<file path="src/rtl/dsc_pkg.sv">
package dsc_pkg;
  typedef enum logic [2:0] {
    ST_IDLE,
    ST_CLEAR,
    ST_RUNUP,
    ST_GAP,
    ST_RUNDN
  } dsc_state_e;
endpackage

</file>
<file path="src/rtl/dsc_sync.sv">
module dsc_sync #(
  parameter int STAGES = 2
) (
  input  logic clk,
  input  logic rst,
  input  logic d,
  output logic q
);
  logic [STAGES-1:0] stg;

  generate
    for (genvar i = 0; i < STAGES; i++) begin : g_stage
      if (i == 0) begin : g_first
        always_ff @(posedge clk) begin
          if (rst) stg[0] <= 1'b0;
          else     stg[0] <= d;
        end
      end else begin : g_next
        always_ff @(posedge clk) begin
          if (rst) stg[i] <= 1'b0;
          else     stg[i] <= stg[i-1];
        end
      end
    end
  endgenerate

  assign q = stg[STAGES-1];
endmodule

</file>
<file path="src/rtl/dsc_counter.sv">
module dsc_counter #(
  parameter int W = 13
) (
  input  logic         clk,
  input  logic         rst,
  input  logic         clr,
  output logic [W-1:0] cnt
);
  always_ff @(posedge clk) begin
    if (rst || clr) cnt <= '0;
    else            cnt <= cnt + 1'b1;
  end
endmodule

</file>
<file path="src/rtl/dsc_fsm.sv">
module dsc_fsm
  import dsc_pkg::*;
#(
  parameter int RES_BITS = 12,
  parameter int CLR_W    = 8,
  parameter int CW       = 13
) (
  input  logic                clk,
  input  logic                rst,
  input  logic                start,
  input  logic [CLR_W-1:0]    clr_len,
  input  logic                cmp_s,
  input  logic [CW-1:0]       cnt,
  output logic                cnt_clr,
  output logic                sel_in,
  output logic                sel_ref,
  output logic                int_clr,
  output logic                busy,
  output logic                done,
  output logic [RES_BITS-1:0] result,
  output logic                ovr
);
  localparam logic [CW-1:0] RUN_LAST = CW'((1 << RES_BITS) - 1);
  localparam logic [CW-1:0] FULL     = CW'(1 << RES_BITS);

  dsc_state_e  state, nxt;
  logic        fin, ovr_hit;
  logic [CW-1:0] clr_last;

  assign clr_last = (clr_len == '0) ? '0 : (CW'(clr_len) - 1'b1);

  always_comb begin
    nxt     = state;
    cnt_clr = 1'b0;
    fin     = 1'b0;
    ovr_hit = 1'b0;
    case (state)
      ST_IDLE: begin
        cnt_clr = 1'b1;
        if (start) nxt = ST_CLEAR;
      end
      ST_CLEAR: begin
        if (cnt >= clr_last) begin
          nxt     = ST_RUNUP;
          cnt_clr = 1'b1;
        end
      end
      ST_RUNUP: begin
        if (cnt == RUN_LAST) begin
          nxt     = ST_GAP;
          cnt_clr = 1'b1;
        end
      end
      ST_GAP: begin
        nxt     = ST_RUNDN;
        cnt_clr = 1'b1;
      end
      ST_RUNDN: begin
        if (cnt == FULL) begin
          nxt     = ST_IDLE;
          fin     = 1'b1;
          ovr_hit = 1'b1;
          cnt_clr = 1'b1;
        end else if (cmp_s) begin
          nxt     = ST_IDLE;
          fin     = 1'b1;
          cnt_clr = 1'b1;
        end
      end
      default: begin
        nxt     = ST_IDLE;
        cnt_clr = 1'b1;
      end
    endcase
  end

  always_ff @(posedge clk) begin
    if (rst) begin
      state   <= ST_IDLE;
      sel_in  <= 1'b0;
      sel_ref <= 1'b0;
      int_clr <= 1'b0;
      busy    <= 1'b0;
      done    <= 1'b0;
      result  <= '0;
      ovr     <= 1'b0;
    end else begin
      state   <= nxt;
      sel_in  <= (nxt == ST_RUNUP);
      sel_ref <= (nxt == ST_RUNDN);
      int_clr <= (nxt == ST_CLEAR);
      busy    <= (nxt != ST_IDLE);
      done    <= fin;
      if (fin) begin
        ovr    <= ovr_hit;
        result <= ovr_hit ? '1 : cnt[RES_BITS-1:0];
      end
    end
  end
endmodule

</file>
<file path="src/rtl/dsc_ctrl.sv">
module dsc_ctrl #(
  parameter int RES_BITS    = 12,
  parameter int CLR_W       = 8,
  parameter int SYNC_STAGES = 2
) (
  input  logic                clk,
  input  logic                rst,
  input  logic                start,
  input  logic [CLR_W-1:0]    clr_len,
  input  logic                cmp_in,
  output logic                sel_in,
  output logic                sel_ref,
  output logic                int_clr,
  output logic                busy,
  output logic                done,
  output logic [RES_BITS-1:0] result,
  output logic                ovr
);
  localparam int CW = (RES_BITS + 1 > CLR_W) ? RES_BITS + 1 : CLR_W;

  logic          cmp_s;
  logic          cnt_clr;
  logic [CW-1:0] cnt;

  dsc_sync #(.STAGES(SYNC_STAGES)) u_sync (
    .clk (clk),
    .rst (rst),
    .d   (cmp_in),
    .q   (cmp_s)
  );

  dsc_counter #(.W(CW)) u_cnt (
    .clk (clk),
    .rst (rst),
    .clr (cnt_clr),
    .cnt (cnt)
  );

  dsc_fsm #(.RES_BITS(RES_BITS), .CLR_W(CLR_W), .CW(CW)) u_fsm (
    .clk     (clk),
    .rst     (rst),
    .start   (start),
    .clr_len (clr_len),
    .cmp_s   (cmp_s),
    .cnt     (cnt),
    .cnt_clr (cnt_clr),
    .sel_in  (sel_in),
    .sel_ref (sel_ref),
    .int_clr (int_clr),
    .busy    (busy),
    .done    (done),
    .result  (result),
    .ovr     (ovr)
  );
endmodule

</file>
<file path="config.mk">
export PLATFORM = sky130hd
export DESIGN_NAME = dsc_ctrl
export DESIGN_NICKNAME = d
export VERILOG_FILES = /design/src/rtl/dsc_pkg.sv /design/src/rtl/dsc_sync.sv /design/src/rtl/dsc_counter.sv /design/src/rtl/dsc_fsm.sv /design/src/rtl/dsc_ctrl.sv
export SDC_FILE = /design/constraint.sdc
export NUM_CORES = 1
export LEC_CHECK = 0
export BUFFER_PORTS_ARGS = -buffer_cell sky130_fd_sc_hd__buf_4
export CORE_MARGIN = 1
export CORE_UTILIZATION = 32
export DETAILED_ROUTE_END_ITERATION = 7
export GPL_TIMING_DRIVEN = 0
export PLACE_DENSITY = 0.57
export SYNTH_ARGS = -nofsm -noshare
export SYNTH_HDL_FRONTEND = slang
export SYNTH_SLANG_ARGS = --single-unit
</file>
<file path="constraint.sdc">
create_clock -name clk -period 2.7 [get_ports clk]
set_input_delay 0.675 -clock clk [delete_from_list [all_inputs] [get_ports clk]]
set_output_delay 0.675 -clock clk [all_outputs]
set_load 0.005 [all_outputs]
</file>
==> results.txt <==
* Result of the run: complete, but fails checks
- The checks that failed: negative setup slack.
* Area growth from synthesis to final layout: 26.9%
- Counting tap cells, the placed design contains a total of between 300 and 400 instances.
* Top Ports: 30
- Total routed wirelength: 4.25 mm
- The share of the Yosys chip area taken by registers is 36.6%.
- Counting along the longest clock path gives a buffer depth of 2.
* Clock buffers created by TritonCTS: 5
* Area share of the largest cell type after synthesis: between 30 and 40%
* Number of cells in the finished layout apart from fillers: 351
* Cell chosen for the clock root: sky130_fd_sc_hd__clkbuf_8
- Final setup fails: 1
- Cell occurring most often along the worst timing path: sky130_fd_sc_hd__or4_4
- Die Footprint: roughly 6500 um2
* Final routed wire length divided by cell count: roughly 12 um
- # fillers: 604
* Gr ovfl total: 0
- Setup repair after global routing could not meet its margin everywhere.
- Die Y: 80.4 um
- Synth Flop Type: sky130_fd_sc_hd__dfxtp_1
- Counting I/O delays and the setup requirement, the final critical path takes between 2 and 3 ns.
* Buf/Inv on CP: 1
* Slew Limit Headroom: 53.1%
* Hold Crit Class: flip-flop to flip-flop
- Clock-pin slew was measured on the worst setup and hold paths at 0.07 ns.
- Initial core utilization: approximately 33%
* Netlist cell types: 46
* Netlist area before placement: 1970 um2
- Iteration-0 DRC Markers: 41
* Detailed-placement wirelength estimate: 3.20 mm
* Pre-antenna DRT Iters: 4
- Worst hold slack after final layout: ~0.45 ns
- The number of antenna violations at the first check in global routing came to 0.
- CP delay by family, top: simple AND/OR/NAND/NOR gates
- Slew Limit Fails: 0
- 0 antenna diodes ended up in the layout.
* Post-Synthesis Cells: 230
* Kind of critical path: primary input to flip-flop
* Most frequently used cell type in the post-synthesis netlist: sky130_fd_sc_hd__nor2_1
- For this run, the slowest stage of the critical path takes 0.53 ns.
* Leakage power: 0.993 nW
- Sequential cell area in the final layout: 721 um2
- DRC violations left: 0
- Prior to clock tree synthesis, the placed netlist has a worst setup slack of -0.536 ns.
* Achievable Freq: approximately 370 MHz
- For this run, the post-layout net count is around 300.
- Number of global-route vias before repair: 1,565
- Sequence of cells on the critical path: buf_8, nor2_4, nand3_2, or4_4, nor3_2, a21oi_1, ha_1, nand2_2, nor3_4, o21a_1, or4_4, and3_4
* Post-route setup slack: -0.00590 ns
* Critical Path Source Type: primary input
- The H-tree was split into 2 levels.
* Placeable core region: between 5000 and 6000 um2
* Largest net degree at the start of global routing: 11
- The Yosys step of the flow raised 0 warnings.
- Top cells by count, synth: 38 x sky130_fd_sc_hd__nor2_1, 36 x sky130_fd_sc_hd__dfxtp_1, 28 x sky130_fd_sc_hd__nor3_1, 16 x sky130_fd_sc_hd__ha_1
- Global routing used roughly 14% of the available tracks across all layers.
- Syn Area/Cell: 8.56 um2
* Final count of hold timing violations: 0
* Clock tree from TritonCTS: done
* Vias per cell: around 4.9
* Chip width: 80.4 um
* Kind of end point of the critical path: flip-flop
- Clock latency on the worst-skew pair: approximately 0.28 ns
- The tool flagged a number of max-cap violations equal to 0.
- After synthesis, the cell types taking the most area are sky130_fd_sc_hd__dfxtp_1 37%, sky130_fd_sc_hd__ha_1 10%, sky130_fd_sc_hd__nor2_1 7.2%, sky130_fd_sc_hd__nor3_1 7.1%, sky130_fd_sc_hd__xor2_1 4.5%.
* Number of hold buffers added after CTS: 0
* Fraction of layout instances using a drive strength above 1: 26.8%
- Across the VDD grid, the largest voltage drop is between 200 and 250 uV.
- Final sum of negative setup slack: -0.00590 ns
- The multi-input combinational cells in the finished layout cover a total of ~1200 um2.
- Row generation in the floorplan step produced 28 rows.
- Total chip power: 1.00 mW
- Worst Max-Slew Pin Slew: 0.698 ns
- Along the worst path, the maximum fanout reaches 3.
- Required time worst endpoint: 2.88 ns
- Counting flops with an async set or reset pin after synthesis yields a share of 0%.
- Fraction of the cycle the final worst path needs: 100%
- Dividing total power by cell area gives a power density of 401 nW/um2.
* Number of enable flip-flop cells after synthesis: 0
- The congestion estimate from routability-driven global placement came to 0.732.
- Arrival time worst endpoint: 2.89 ns
- Global-route wire length before repair: roughly 7.1 mm
- The count of nets left with antenna violations once routing finished came out at 0.
* Port-buffer cells: 29
- Total clock sinks: 36
* Number of flip-flops and latches in the synthesized netlist: 36
- On the critical path, the stage with the largest delay is an instance of sky130_fd_sc_hd__or4_4.
- Total via count in the routed design: 1,707
- The largest total area in the synthesized netlist belongs to sky130_fd_sc_hd__dfxtp_1.
- Skew final: 0.00779 ns
[cell type report]
class                   instances  area share [%]
plain buffers                   8            3.56
clock buffers                   6            2.91
clock inverters                 1           0.200
inverters                       7            1.05
multi-input cells             183            48.7
flip-flops and latches         36            28.9
well taps                      75            3.76
repair buffers                 35            11.0
[placed cells by master (no fill, tap or decap), types with 7 or more instances in the layout]
cell | netlist | final
sky130_fd_sc_hd__nor3_1 | 28 | 25
sky130_fd_sc_hd__nand3_1 | 9 | 8
sky130_fd_sc_hd__nor2_1 | 38 | 36
sky130_fd_sc_hd__nand2_1 | 13 | 11
sky130_fd_sc_hd__clkbuf_8 | 2 | 7
sky130_fd_sc_hd__ha_1 | 16 | 15
sky130_fd_sc_hd__a21oi_1 | 13 | 12
sky130_fd_sc_hd__xor2_1 | 10 | 10
sky130_fd_sc_hd__buf_4 | 2 | 35
sky130_fd_sc_hd__dfxtp_1 | 36 | 36
[flip-flops by register name (all words and copies together), names as in the netlist]
| name | count |
|---|---|
| u_cnt.cnt | 13 |
| u_fsm.result | 12 |
| u_fsm.state | 3 |
| u_fsm.busy | 1 |
| u_fsm.done | 1 |
| u_fsm.int_clr | 1 |
| u_fsm.ovr | 1 |
| u_fsm.sel_in | 1 |
| u_fsm.sel_ref | 1 |
| u_sync.q | 1 |
| u_sync.stg | 1 |
[cells by family (layout without fill, tap and decap cells)]
logic type                 Yosys count  after routing  synth area share (%)
buffers and inverters               15             57                  5.85
and+or+nand+nor                    117            117                  30.4
DFF                                 36             36                  36.6
xor gates and xnor gates            13             13                  5.79
AOI/OAI and AO/OA                   32             32                  11.0
adders and majority gates           16             16                  10.2
other                                1              5                 0.191
[worst register-to-register path: cells and delay by family (launching register included)]
family	cells	cell delay (ns)
AO/OA/AOI/OAI	1	0.27
adder cells (fa/ha/maj)	1	0.19
buffers and inverters	2	0.32
flip-flops	1	0.37
AND/OR/NAND/NOR	4	0.85
[metrics by stage]
stage / cell area, um2 / utilization (%)
floorplan: 2000 / -
global route: 2500 / 42.2
detailed placement: 2310 / 39.0
finish: 2500 / 42.2
global placement: 2310 / 39.0
CTS: 2450 / 41.3
[repair_timing]
item | 4_1_cts | 5_1_grt
endpoints found under the hold margin | 0 | 0
resized for setup | 9 | 11
pin swaps | 5 | 1
setup endpoints to repair | 13 | 14
buffers inserted | 4 | 2
[metal layers]
metal	up-vias	routed length (um)	GRT usage [%]
met5	-	0	0
met4	0	44	5.36
met3	5	127	2.73
met2	21	1960	23.9
met1	782	2110	17.7
li1	899	-	-
[final timing paths]
kind | from | to | slack, ns | cells past startpoint
worst min register to register | u_sync.stg[0] | u_sync.q | 0.45 | 1
worst max-delay path | clr_len[3] | u_fsm.sel_in | -0.006 | 12
worst max register to register | u_cnt.cnt[0] | u_fsm.result[6] | 0.60 | 8
worst min-delay path | u_sync.stg[0] | u_sync.q | 0.45 | 1
[report_power, final]
group          internal (mW)  leakage [nW]  total (mW)  switching, mW
clock network          0.175        0.0410       0.357          0.182
registers              0.538         0.291       0.543        0.00543
logic                 0.0503         0.661       0.101         0.0511
total                  0.764         0.993        1.00          0.238
Note: power is estimated with default switching activity, not from simulation.
